File: src/rtl/stor_cfg_pkg.sv
package stor_cfg_pkg;
  localparam int DW_W       = 32;
  localparam int NUM_STICKY = 5;

  localparam logic [15:0] STS_FIXED  = 16'h0280; // devsel=01, fast b2b capable
  localparam logic [15:0] CMD_FIXED  = 16'h0080; // address stepping
  localparam logic [7:0]  PI_FIXED   = 8'h8A;    // bus-master capable + both programmable
  localparam logic [7:0]  CLASS_BASE = 8'h01;
  localparam logic [7:0]  CLASS_SUB  = 8'h01;

  localparam int CMD_IO_BIT = 0;
  localparam int CMD_BM_BIT = 2;

  typedef enum logic [1:0] {
    DW_IDENT  = 2'd0,
    DW_CMDSTS = 2'd1,
    DW_CLASS  = 2'd2,
    DW_MISC   = 2'd3
  } dw_sel_e;

  // status bit position for each event input
  function automatic int sticky_pos(input int k);
    case (k)
      0:       return 8;
      1:       return 12;
      2:       return 13;
      3:       return 14;
      default: return 15;
    endcase
  endfunction
endpackage

File: src/rtl/cfg_access_port.sv
module cfg_access_port (
  input  logic        clk,
  input  logic        rst,
  input  logic        req_valid,
  input  logic        req_write,
  output logic        req_ready,
  output logic        req_fire,
  input  logic        rsp_ready,
  output logic        rsp_valid,
  output logic [31:0] rsp_rdata,
  input  logic [31:0] rd_data_i
);
  assign req_ready = !rsp_valid || rsp_ready;
  assign req_fire  = req_valid && req_ready;

  always_ff @(posedge clk) begin
    if (rst) begin
      rsp_valid <= 1'b0;
      rsp_rdata <= '0;
    end else if (req_fire && !req_write) begin
      rsp_valid <= 1'b1;
      rsp_rdata <= rd_data_i;
    end else if (rsp_ready) begin
      rsp_valid <= 1'b0;
    end
  end
endmodule

File: src/rtl/cfg_ctrl_regs.sv
module cfg_ctrl_regs #(
  parameter int NUM_CH = 2
) (
  input  logic              clk,
  input  logic              rst,
  input  logic [NUM_CH-1:0] strap_i,
  input  logic              cmd_we,
  input  logic              io_wbit,
  input  logic              bm_wbit,
  input  logic              mode_we,
  input  logic [NUM_CH-1:0] mode_wbits,
  input  logic              lat_we,
  input  logic [7:0]        lat_wbyte,
  output logic              io_en,
  output logic              bm_en,
  output logic [NUM_CH-1:0] mode_q,
  output logic [7:0]        lat_q
);
  always_ff @(posedge clk) begin
    if (rst) begin
      io_en <= 1'b0;
      bm_en <= 1'b0;
    end else if (cmd_we) begin
      io_en <= io_wbit;
      bm_en <= bm_wbit;
    end
  end

  always_ff @(posedge clk) begin
    if (rst)         lat_q <= '0;
    else if (lat_we) lat_q <= lat_wbyte;
  end

  for (genvar c = 0; c < NUM_CH; c++) begin : g_mode
    always_ff @(posedge clk) begin
      if (rst)          mode_q[c] <= strap_i[c];
      else if (mode_we) mode_q[c] <= mode_wbits[c];
    end
  end
endmodule

File: src/rtl/cfg_status_regs.sv
module cfg_status_regs
  import stor_cfg_pkg::*;
(
  input  logic                  clk,
  input  logic                  rst,
  input  logic [NUM_STICKY-1:0] evt_i,
  input  logic                  clr_we,
  input  logic [15:0]           clr_mask,
  output logic [15:0]           sts_o
);
  logic [NUM_STICKY-1:0] sticky_q;

  for (genvar k = 0; k < NUM_STICKY; k++) begin : g_sticky
    localparam int P = sticky_pos(k);
    always_ff @(posedge clk) begin
      if (rst) sticky_q[k] <= 1'b0;
      else     sticky_q[k] <= evt_i[k] | (sticky_q[k] & ~(clr_we & clr_mask[P]));
    end
  end

  always_comb begin
    sts_o = STS_FIXED;
    for (int k = 0; k < NUM_STICKY; k++) sts_o[sticky_pos(k)] = sticky_q[k];
  end
endmodule

File: src/rtl/stor_cfg_regs.sv
module stor_cfg_regs
  import stor_cfg_pkg::*;
#(
  parameter int          ADDR_W    = 6,
  parameter int          NUM_CH    = 2,
  parameter logic [15:0] VENDOR_ID = 16'hFACE,
  parameter logic [15:0] DEVICE_ID = 16'h0C0D,
  parameter logic [7:0]  REV_ID    = 8'h06
) (
  input  logic                  clk,
  input  logic                  rst,
  input  logic                  req_valid,
  output logic                  req_ready,
  input  logic                  req_write,
  input  logic [ADDR_W-1:0]     req_addr,
  input  logic [3:0]            req_be,
  input  logic [31:0]           req_wdata,
  output logic                  rsp_valid,
  input  logic                  rsp_ready,
  output logic [31:0]           rsp_rdata,
  input  logic [NUM_STICKY-1:0] evt_i,
  input  logic [NUM_CH-1:0]     strap_i,
  output logic                  io_en_o,
  output logic                  bm_en_o,
  output logic [NUM_CH-1:0]     chan_native_o
);
  localparam int SEL_W = 2;

  logic          req_fire;
  logic          in_hdr;
  dw_sel_e       sel;
  logic          wr_fire;
  logic [15:0]   sts_q;
  logic [7:0]    lat_q;
  logic [NUM_CH-1:0] mode_q;
  logic [NUM_CH-1:0] mode_wbits;
  logic [7:0]    progif;
  logic [15:0]   cmd_word;
  logic [31:0]   rd_data;

  assign in_hdr  = (req_addr >> SEL_W) == '0;
  assign sel     = dw_sel_e'(req_addr[SEL_W-1:0]);
  assign wr_fire = req_fire && req_write && in_hdr;

  cfg_access_port u_port (
    .clk(clk), .rst(rst),
    .req_valid(req_valid), .req_write(req_write),
    .req_ready(req_ready), .req_fire(req_fire),
    .rsp_ready(rsp_ready), .rsp_valid(rsp_valid), .rsp_rdata(rsp_rdata),
    .rd_data_i(rd_data)
  );

  for (genvar c = 0; c < NUM_CH; c++) begin : g_mw
    assign mode_wbits[c] = req_wdata[8 + 2*c];
  end

  cfg_ctrl_regs #(.NUM_CH(NUM_CH)) u_ctrl (
    .clk(clk), .rst(rst), .strap_i(strap_i),
    .cmd_we(wr_fire && sel == DW_CMDSTS && req_be[0]),
    .io_wbit(req_wdata[CMD_IO_BIT]), .bm_wbit(req_wdata[CMD_BM_BIT]),
    .mode_we(wr_fire && sel == DW_CLASS && req_be[1]),
    .mode_wbits(mode_wbits),
    .lat_we(wr_fire && sel == DW_MISC && req_be[1]),
    .lat_wbyte(req_wdata[15:8]),
    .io_en(io_en_o), .bm_en(bm_en_o), .mode_q(mode_q), .lat_q(lat_q)
  );

  cfg_status_regs u_sts (
    .clk(clk), .rst(rst), .evt_i(evt_i),
    .clr_we(wr_fire && sel == DW_CMDSTS && req_be[3]),
    .clr_mask(req_wdata[31:16]),
    .sts_o(sts_q)
  );

  always_comb begin
    progif = PI_FIXED;
    for (int c = 0; c < NUM_CH; c++) progif[2*c] = mode_q[c];
    cmd_word = CMD_FIXED;
    cmd_word[CMD_IO_BIT] = io_en_o;
    cmd_word[CMD_BM_BIT] = bm_en_o;
  end

  always_comb begin
    rd_data = '0;
    if (in_hdr) begin
      unique case (sel)
        DW_IDENT:  rd_data = {DEVICE_ID, VENDOR_ID};
        DW_CMDSTS: rd_data = {sts_q, cmd_word};
        DW_CLASS:  rd_data = {CLASS_BASE, CLASS_SUB, progif, REV_ID};
        DW_MISC:   rd_data = {16'h0000, lat_q, 8'h00};
        default:   rd_data = '0;
      endcase
    end
  end

  assign chan_native_o = mode_q;
endmodule

File: config.mk
export PLATFORM = sky130hd
export DESIGN_NAME = stor_cfg_regs
export DESIGN_NICKNAME = d
export VERILOG_FILES = /design/src/rtl/stor_cfg_pkg.sv /design/src/rtl/cfg_access_port.sv /design/src/rtl/cfg_ctrl_regs.sv /design/src/rtl/cfg_status_regs.sv /design/src/rtl/stor_cfg_regs.sv
export SDC_FILE = /design/constraint.sdc
export NUM_CORES = 1
export LEC_CHECK = 0
export BUFFER_PORTS_ARGS = -buffer_cell sky130_fd_sc_hd__buf_2
export CORE_ASPECT_RATIO = 0.8
export CORE_MARGIN = 8
export CORE_UTILIZATION = 36
export CTS_BUF_LIST = sky130_fd_sc_hd__clkbuf_4
export DETAILED_ROUTE_END_ITERATION = 8
export HOLD_SLACK_MARGIN = 0.02
export PLACE_DENSITY = 0.69
export SETUP_SLACK_MARGIN = 0.02
export SLEW_MARGIN = 25
export SYNTH_ARGS = -nofsm -noshare
export SYNTH_HDL_FRONTEND = slang
export SYNTH_SLANG_ARGS = --single-unit
File: constraint.sdc
create_clock -name clk -period 1.5 [get_ports clk]
set_input_delay 0.45 -clock clk [delete_from_list [all_inputs] [get_ports clk]]
set_output_delay 0.45 -clock clk [all_outputs]
set_load 0.01 [all_outputs]
==> impl_results.rst, run 1 <==
.. list-table::
   :header-rows: 1

   * - Metric
     - Value
   * - Count of inserted antenna diode cells
     - 0
   * - Starting density of the core
     - a little under two fifths
   * - Worst min-delay path startpoint
     - req_wdata[31]
   * - Total number of nets in the final design
     - about 320
   * - Final setup violation count
     - 0
   * - Number of synthesis warnings
     - 0
   * - Global-route wire length before repair
     - just over 7000 um
   * - Cell chain of the critical path
     - nor2b_4 -> inv_2 -> buf_6
   * - Max Fanout on Critical Path
     - 4
   * - Total clock sinks
     - 37
   * - Worst path buffer plus inverter count
     - 2
   * - Type of origin of the critical path
     - flip-flop
   * - Unrepaired setup endpoints after global routing
     - true
   * - Via count of the first global-routing pass
     - 1552
   * - Flop-to-flop setup slack
     - roughly 0.19 ns
   * - Aggregate routed wire length
     - roughly 4300 um
   * - Instance count on the critical path
     - 3
   * - Reg2Reg Launch Point
     - u_port.rsp_valid
   * - Final Hold Viols
     - 0
   * - Worst skew pair latency
     - around 0.34 ns
   * - Area of the multi-input gates
     - between 800 and 900 um^2
   * - Max-slew violations
     - 0
   * - Buffers added on ports
     - 67
   * - Biggest area consumer among synthesized cells
     - sky130_fd_sc_hd__dfxtp_1
   * - Pin count of the biggest net entering global routing
     - 22
   * - Half-perimeter wire length after placement
     - 3460 um
   * - Number of clock buffers inserted by TritonCTS
     - 5
   * - Combined flip-flop and latch cell area
     - ~760 um^2
   * - Critical path capture point type
     - primary output
   * - CP max-delay cell
     - sky130_fd_sc_hd__dfxtp_2
   * - FILL cells
     - about 450
   * - Commonest non-fill, non-tap cells in the layout
     - sky130_fd_sc_hd__buf_2, sky130_fd_sc_hd__dfxtp_1, sky130_fd_sc_hd__nand2_1
   * - Slowest Stage Delay on Critical Path
     - 0.34 ns
   * - Arrival time of data at the critical path endpoint
     - between 0.9 and 1 ns
   * - GRT busiest layer
     - met2
   * - Area overhead of the layout relative to synthesis
     - 27.8%
   * - Final setup skew
     - 0.00163 ns
   * - Portion of the post-synthesis area used by sequential elements
     - 44.0%
   * - Inst Count DP
     - between 300 and 400
   * - Flip-flop and latch count after synthesis
     - 37
   * - Most frequent standard cell in the layout excluding fill and tap cells
     - sky130_fd_sc_hd__buf_2
   * - Synthesized instance count
     - 196
   * - Critical path startpoint
     - u_port.rsp_valid
   * - Drt wl/cell
     - approximately 13 um
   * - DRC violation count after routing
     - 0
   * - Core Area
     - around 4600 um^2
   * - Fraction of post-synthesis cell area in the top cell type by area
     - 40.5%
   * - Die width
     - just over 90 um
   * - Share of cells above drive strength 1
     - roughly two fifths
   * - Clock tree from TritonCTS
     - yes
   * - Setup TNS
     - 0 ns
   * - CP Data Required Time
     - 1.05 ns
   * - Cell variety after synth
     - 32
   * - Met2 track utilization from global routing
     - 19.0%
   * - Library cell used as clock root buffer
     - sky130_fd_sc_hd__clkbuf_4
   * - Worst setup path category
     - reg -> out
   * - Top-Level Pins
     - ~90
   * - Number of violations reported at the end of detailed-routing iteration 0
     - 67
   * - Dominant delay contributor by cell family on the critical path
     - flip-flops
   * - Status
     - completed
   * - DRT antenna net count
     - 0
   * - Initial antenna violation count
     - 0
   * - Total of max-cap violations
     - 0
   * - Worst hold stages
     - 2
   * - Full die area
     - between 7000 and 8000 um^2
   * - Netlist area before placement
     - about 1700 um^2
   * - Clock slew seen by the registers of the worst setup and hold paths
     - about 0.1 ns
   * - Cell types with the largest area share after synthesis
     - sky130_fd_sc_hd__dfxtp_1, sky130_fd_sc_hd__nand2b_1, sky130_fd_sc_hd__mux2i_1
   * - Final Non-Filler Cells
     - between 300 and 400
   * - Vias per Instance
     - about 4.7
   * - Final clock period utilization by the worst path
     - 96.3%
   * - Total of hold buffers inserted after clock tree synthesis
     - 0
   * - Largest voltage drop on the vdd net
     - 443 uV
   * - Maximum clock path buffer count
     - 2
   * - Crit path time final
     - about 1.4 ns
   * - Site Rows
     - 22
   * - Final setup slack of the worst path
     - ~0.056 ns
   * - Pre-CTS setup slack
     - -0.208 ns
   * - RePlAce Congestion
     - just over 0.7
   * - Leakage power summed over all cells
     - approximately 1.0 nW
   * - Die span in y
     - between 70 and 80 um
   * - Global routing usage summed across all routing layers
     - around an eighth
   * - Power per cell area
     - 874 nW/um^2
   * - Total iterations of the first detailed-routing run
     - 4
   * - Syn_area_per_cell
     - just under 9 um^2
   * - Via total after detailed routing
     - between 1.5k and 2k
   * - Routing usage on met1
     - between 10% and 20%
   * - CTS H-Tree Depth
     - 2
   * - Number of cell instances on the worst register-to-register path
     - 5
   * - Min-delay worst type
     - in -> reg
   * - Achievable clock frequency
     - just under 700 MHz
   * - Leftover overflow at the end of global routing
     - 0
   * - GR Layer Usage met3
     - ~5.4%
## metal layers
| layer | vias to the layer above | share of wire, % |
|---|---|---|
| met2 | 52 | 42 |
| met5 | - | 0 |
| met4 | 0 | 1.3 |
| li1 | 785 | - |
| met1 | 673 | 46 |
| met3 | 5 | 10 |
## synthesized netlist by cell type, drive strengths merged
library cell  instances
dfxtp                35
nand2                22
buf                  20
nand2b               18
a21oi                13
nor2                 12
mux2i                10
inv                   9
a22oi                 6
nand3                 6
a31oi                 5
and3                  5
clkbuf                5
nor3                  5
o21bai                5
a211oi                3
a31o                  3
edfxtp                2
nand4                 2
nor4                  2
o21ai                 2
or3                   2
conb                  1
nand3b                1
nor2b                 1
or4                   1
## what timing repair did
action / in CTS / in global routing
setup buffers: 1 / 0
setup endpoints to repair: 1 / 7
gates resized for setup: 2 / 1
## worst paths after layout
check / endpoint
max reg2reg: u_ctrl.lat_q[3]
min reg2reg: u_port.rsp_rdata[31]
min: u_sts.sts_o[15]
max: req_ready
## final cells by class
type | instances | area share, %
well taps | 60 | 3.39
clock buffers | 6 | 2.04
clock inverters | 2 | 1.53
inverters | 9 | 1.53
multi-input cells | 130 | 36.6
flip-flops and latches | 37 | 34.5
repair buffers | 80 | 20.4
## registers in the layout, indices dropped and copies added (netlist names)
signal / count
u_ctrl.bm_en: 1
u_ctrl.io_en: 1
u_sts.sts_o: 5
u_port.rsp_valid: 1
u_ctrl.mode_q: 2
u_port.rsp_rdata: 19
u_ctrl.lat_q: 8
## cell families (layout without fill, tap and decap cells)
| group | count (synthesis) | count (layout) | share of synthesized area, % |
|---|---|---|---|
| other | 1 | 6 | 0.217 |
| AOI/OAI and AO/OA | 37 | 37 | 13.7 |
| muxes | 10 | 10 | 5.78 |
| buffers and inverters | 34 | 97 | 11.4 |
| DFF | 37 | 37 | 44.0 |
| and+or+nand+nor | 77 | 77 | 24.9 |
## report_power, final
group | leakage (nW) | switching, mW | total, mW | internal (mW)
registers | 0.305 | 0.0115 | 1.03 | 1.01
logic | 0.670 | 0.121 | 0.225 | 0.104
clock network | 0.0433 | 0.318 | 0.683 | 0.365
## stage by stage
step           utilization [%]  hold WS (ns)  area [um^2]  power, mW
6_report                  48.1         0.276         2210       1.93
5_1_grt                   48.1         0.250         2210       2.04
4_1_cts                   48.1         0.258         2210       1.97
3_5_place_dp              46.1         0.444         2120       1.27
3_3_place_gp              46.1         0.439         2120       1.27
2_1_floorplan                -         0.448         1770       1.18
Note: power is estimated with default switching activity, not from simulation.
==> inputs of run 2 (changes only) <==
==> constraint.sdc (replaced) <==
create_clock -name clk -period 1.5 [get_ports clk]
set_input_delay 0.45 -clock clk [delete_from_list [all_inputs] [get_ports clk]]
set_output_delay 0.45 -clock clk [all_outputs]
set_load 0.005 [all_outputs]
==> impl_results.rst, run 2 (same netlist as run 1, synthesis figures left out) <==
.. list-table::
   :header-rows: 1

   * - Metric
     - Value
   * - Max-slew violations
     - 0
   * - Top-Level Pins
     - just over 90
   * - Total of hold buffers inserted after clock tree synthesis
     - 0
   * - Total clock sinks
     - 37
   * - Power per cell area
     - slightly below 800 nW/um^2
   * - Die span in y
     - between 70 and 80 um
   * - Final setup violation count
     - 0
   * - Core Area
     - 4600 um^2
   * - Site Rows
     - 22
   * - Critical path capture point type
     - primary output
   * - RePlAce Congestion
     - roughly 0.76
   * - Post-DP Area
     - around 2200 um^2
   * - Min-delay worst type
     - in -> reg
   * - CP max-delay cell
     - sky130_fd_sc_hd__dfxtp_2
   * - Full die area
     - between 7000 and 8000 um^2
   * - Buffers added on ports
     - 67
   * - Slowest Stage Delay on Critical Path
     - about 0.34 ns
   * - Cell chain of the critical path
     - nor2b_4 -> inv_2 -> buf_2
   * - Total iterations of the first detailed-routing run
     - 5
   * - Vias per Instance
     - between 4 and 5
   * - Internal power consumption
     - roughly 1.3 mW
   * - Status
     - completed
   * - Leftover overflow at the end of global routing
     - 0
   * - Final Total Pwr
     - 1.75 mW
   * - Unrepaired setup endpoints after global routing
     - false
   * - Dominant delay contributor by cell family on the critical path
     - flip-flops
   * - FILL cells
     - about 470
   * - Maximum clock path buffer count
     - 2
   * - Count of inserted antenna diode cells
     - 0
   * - Initial antenna violation count
     - 0
   * - Largest voltage drop on the vdd net
     - around 490 uV
   * - Final Non-Filler Cells
     - 329
   * - Worst path buffer plus inverter count
     - 2
   * - Starting density of the core
     - 37.6%
   * - Global routing usage summed across all routing layers
     - ~12%
   * - Final core utilization
     - 48.3%
   * - Max FFs per register
     - 19
   * - Total of max-cap violations
     - 0
   * - Area of all placed cells without fillers
     - about 2200 um^2
   * - Worst skew pair latency
     - approximately 0.34 ns
   * - Leakage power summed over all cells
     - around 1 nW
   * - Switching part of the total power
     - between 20 and 30%
   * - Achievable clock frequency
     - roughly 700 MHz
   * - Share of cells above drive strength 1
     - a little under two fifths
   * - Inst Count DP
     - between 300 and 400
   * - Via count of the first global-routing pass
     - roughly 1.5k
   * - Final setup skew
     - 0.00898 ns
   * - Number of clock buffers inserted by TritonCTS
     - 5
   * - Area overhead of the layout relative to synthesis
     - 28.3%
   * - Pre-CTS setup slack
     - -0.239 ns
   * - Total number of nets in the final design
     - between 300 and 400
   * - Commonest non-fill, non-tap cells in the layout
     - sky130_fd_sc_hd__buf_2, sky130_fd_sc_hd__dfxtp_1, sky130_fd_sc_hd__nand2_1
   * - Global-route wire length before repair
     - a little over 7000 um
   * - Arrival time of data at the critical path endpoint
     - roughly 0.97 ns
   * - Reg power frac
     - between 50 and 60%
   * - Number of violations reported at the end of detailed-routing iteration 0
     - 57
   * - Clock slew seen by the registers of the worst setup and hold paths
     - 0.11 ns
   * - Most frequent standard cell in the layout excluding fill and tap cells
     - sky130_fd_sc_hd__buf_2
   * - Drt wl/cell
     - between 10 and 15 um
   * - Type of origin of the critical path
     - flip-flop
   * - Register containing the most flip-flops in the final layout
     - u_port.rsp_rdata
   * - Clock tree from TritonCTS
     - yes
   * - Worst setup path category
     - reg -> out
   * - Final clock period utilization by the worst path
     - a little over nine tenths
   * - Via total after detailed routing
     - 1544
   * - Library cell used as clock root buffer
     - sky130_fd_sc_hd__clkbuf_4
   * - DRC violation count after routing
     - 0
   * - Die width
     - 93.5 um
   * - Crit path time final
     - between 1 and 1.5 ns
   * - CTS H-Tree Depth
     - 2
   * - Final Hold Viols
     - 0
   * - Setup TNS
     - 0 ns
   * - Max Fanout on Critical Path
     - 3
   * - Fraction of power consumed by the clock network
     - between 20 and 30%
   * - Aggregate routed wire length
     - around 4500 um
   * - DRT antenna net count
     - 0
   * - Worst hold margin
     - about 0.28 ns
   * - Switching Power
     - between 400 and 500 uW
   * - CP Data Required Time
     - 1.05 ns
   * - Final setup slack of the worst path
     - between 0.07 and 0.08 ns
   * - Half-perimeter wire length after placement
     - around 3500 um
   * - Portion of total power attributed to combinational logic
     - roughly an eighth
   * - Pin count of the biggest net entering global routing
     - 25
run 2: worst paths after layout:
path	startpoint	endpoint	slack, ns	cells past startpoint
min reg2reg	u_port.rsp_rdata[10]	u_port.rsp_rdata[10]	0.46	2
max reg2reg	u_port.rsp_valid	u_ctrl.lat_q[4]	0.22	6
min	req_wdata[29]	u_sts.sts_o[13]	0.28	2
max	u_port.rsp_valid	req_ready	0.08	3
run 2: power groups by stage:
stage / Combinational, mW / Clock [mW] / Sequential, mW
2_1_floorplan: 0.119 / 0 / 1.05
3_3_place_gp: 0.217 / 0 / 1.05
6_report: 0.225 / 0.496 / 1.03
3_5_place_dp: 0.221 / 0 / 1.05
5_1_grt: 0.248 / 0.559 / 1.03
4_1_cts: 0.222 / 0.513 / 1.03
run 2: metal layers:
| layer | global-route usage [%] | share of wire, % |
|---|---|---|
| met2 | 18.6 | 45 |
| met4 | 4.82 | 1.4 |
| met3 | 5.51 | 11 |
| met1 | 15.2 | 43 |
| met5 | 0 | 0 |
run 2: layout make-up:
class / instances / area, um^2 / area share (%)
multi-input combinational: 130 / 805 / 36.2
clock buffer: 5 / 37.5 / 1.69
clock inverter: 3 / 12.5 / 0.563
tap: 60 / 75.1 / 3.38
inverter: 9 / 33.8 / 1.52
sequential: 37 / 762 / 34.3
timing repair buffer: 85 / 495 / 22.3
run 2: repair_timing:
item / 4_1_cts / 5_1_grt
buffers inserted: 0 / 2
setup endpoints to repair: 0 / 1
gates resized for setup: 0 / 1
run 2: worst register-to-register path, delay by kind of cell (launching register included):
| family | cells | cell delay (ns) |
|---|---|---|
| muxes | 1 | 0.17 |
| and+or+nand+nor | 3 | 0.54 |
| buffers and inverters | 2 | 0.18 |
| DFF | 1 | 0.33 |
==> inputs of run 3 (changes only) <==
REMOVE_ABC_BUFFERS = 1   (was not set)
==> impl_results.rst, run 3 (same netlist as run 1, synthesis figures left out) <==
.. list-table::
   :header-rows: 1

   * - Metric
     - Value
   * - Status
     - completed
   * - Min-delay worst type
     - in -> reg
   * - Total of max-cap violations
     - 0
   * - Max-slew violations
     - 0
   * - Max FFs per register
     - 19
   * - Initial antenna violation count
     - 0
   * - Starting density of the core
     - 37.6%
   * - Global routing usage summed across all routing layers
     - roughly an eighth
   * - Worst skew pair latency
     - approximately 0.34 ns
   * - Clock slew seen by the registers of the worst setup and hold paths
     - ~0.11 ns
   * - CP Data Required Time
     - 1.05 ns
   * - Final setup violation count
     - 0
   * - Critical path capture point type
     - primary output
   * - Leakage power summed over all cells
     - 1.05 nW
   * - Library cell used as clock root buffer
     - sky130_fd_sc_hd__clkbuf_4
   * - Drt wl/cell
     - 13.7 um
   * - Power per cell area
     - between 800 and 900 nW/um^2
   * - Setup TNS
     - 0 ns
   * - Count of inserted antenna diode cells
     - 0
   * - Maximum clock path buffer count
     - 2
   * - Half-perimeter wire length after placement
     - 3550 um
   * - Full die area
     - around 7300 um^2
   * - Site Rows
     - 22
   * - Commonest non-fill, non-tap cells in the layout
     - sky130_fd_sc_hd__buf_2, sky130_fd_sc_hd__dfxtp_1, sky130_fd_sc_hd__nand2_1
   * - Total number of nets in the final design
     - ~320
   * - Crit path time final
     - 1.44 ns
   * - Number of violations reported at the end of detailed-routing iteration 0
     - 43
   * - Final Total Pwr
     - 1.94 mW
   * - Core Area
     - 4600 um^2
   * - Vias per Instance
     - between 4 and 5
   * - Worst setup path category
     - reg -> out
   * - FILL cells
     - roughly 480
   * - RePlAce Congestion
     - 0.765
   * - Die span in y
     - slightly below 80 um
   * - Final setup skew
     - about 0.0093 ns
   * - Portion of total power attributed to combinational logic
     - a little under an eighth
   * - Most frequent standard cell in the layout excluding fill and tap cells
     - sky130_fd_sc_hd__buf_2
   * - Pin count of the biggest net entering global routing
     - 25
   * - Final Non-Filler Cells
     - 329
   * - Share of cells above drive strength 1
     - a little under two fifths
   * - Reg power frac
     - 52.9%
   * - Via count of the first global-routing pass
     - between 1.5k and 2k
   * - Aggregate routed wire length
     - between 4000 and 5000 um
   * - Via total after detailed routing
     - 1573
   * - Total iterations of the first detailed-routing run
     - 4
   * - Register containing the most flip-flops in the final layout
     - u_port.rsp_rdata
   * - Internal power consumption
     - 1.49 mW
   * - Top-Level Pins
     - 92
   * - Leftover overflow at the end of global routing
     - 0
   * - Arrival time of data at the critical path endpoint
     - around 1 ns
   * - Number of clock buffers inserted by TritonCTS
     - 5
   * - DRT antenna net count
     - 0
   * - Max Fanout on Critical Path
     - 4
   * - Final Hold Viols
     - 0
   * - Type of origin of the critical path
     - flip-flop
   * - Final clock period utilization by the worst path
     - 96.3%
   * - Inst Count DP
     - around 320
   * - Area overhead of the layout relative to synthesis
     - 30.1%
   * - Largest voltage drop on the vdd net
     - about 440 uV
   * - CTS H-Tree Depth
     - 2
   * - Switching part of the total power
     - a little under a quarter
   * - Die width
     - 93.5 um
   * - Achievable clock frequency
     - 692 MHz
   * - Total clock sinks
     - 37
   * - Buffers added on ports
     - 67
   * - Total of hold buffers inserted after clock tree synthesis
     - 0
   * - Clock tree from TritonCTS
     - yes
   * - Unrepaired setup endpoints after global routing
     - true
   * - Global-route wire length before repair
     - roughly 7300 um
   * - Fraction of power consumed by the clock network
     - about 36%
   * - DRC violation count after routing
     - 0
   * - Switching Power
     - between 400 and 500 uW
-- run 3: cell types whose count changed in the layout (fill, tap and decap cells not counted), sizes merged --
| cell | change |
|---|---|
| bufinv | +1 |
| clkinv | -2 |
| clkbuf | +1 |
-- run 3: power groups by stage --
stage / sequential, mW / clock (mW) / combinational (mW)
floorplan: 1.05 / 0 / 0.0789
global placement: 1.05 / 0 / 0.213
detailed placement: 1.05 / 0 / 0.218
CTS: 1.03 / 0.711 / 0.219
global route: 1.03 / 0.747 / 0.252
finish: 1.03 / 0.689 / 0.225
-- run 3: worst max-delay path: stages (launching register included) --
cell and delay [ns]:
sky130_fd_sc_hd__dfxtp_2 0.34, sky130_fd_sc_hd__nor2b_4 0.14, sky130_fd_sc_hd__inv_2 0.06, sky130_fd_sc_hd__buf_6 0.11
-- run 3: worst paths after layout --
path                                           start              endpoint  slack, ns  depth (start not counted)
worst max-delay path                u_port.rsp_valid             req_ready       0.06                          3
worst min-delay path                   req_wdata[29]       u_sts.sts_o[13]       0.28                          2
worst max register to register      u_port.rsp_valid  u_port.rsp_rdata[12]       0.11                          7
worst min register to register  u_port.rsp_rdata[31]  u_port.rsp_rdata[31]       0.45                          2
-- run 3: cell type report --
class	instances	area, um^2	area share, %
Sequential cell	37	762	33.9
Tap cell	60	75.1	3.34
Inverter	9	33.8	1.50
Multi-Input combinational cell	130	800	35.5
Clock buffer	6	45.0	2.00
Clock inverter	2	33.8	1.50
Timing Repair Buffer	85	502	22.3
-- run 3: per-layer routing --
layer / up-vias / global-route usage (%) / wire length (um)
met2: 52 / 20.7 / 2130
met5: - / 0 / 0
met3: 7 / 3.90 / 376
li1: 792 / - / -
met1: 722 / 14.2 / 1920
met4: 0 / 5.30 / 72
-- run 3: per-stage QoR --
stage	cell area (um^2)	setup WS, ns	hold slack (ns)	util [%]
2_1_floorplan	1590	-0.166	0.442	-
3_3_place_gp	2130	-0.207	0.435	46.4
3_5_place_dp	2130	-0.270	0.441	46.4
4_1_cts	2210	0.0279	0.261	48.1
5_1_grt	2250	0.00112	0.261	49.0
6_report	2250	0.0556	0.278	49.0
-- run 3: timing repair --
action / CTS / global route
gates resized for setup: 1 / 2
setup endpoints to repair: 1 / 3
setup buffers: 0 / 3
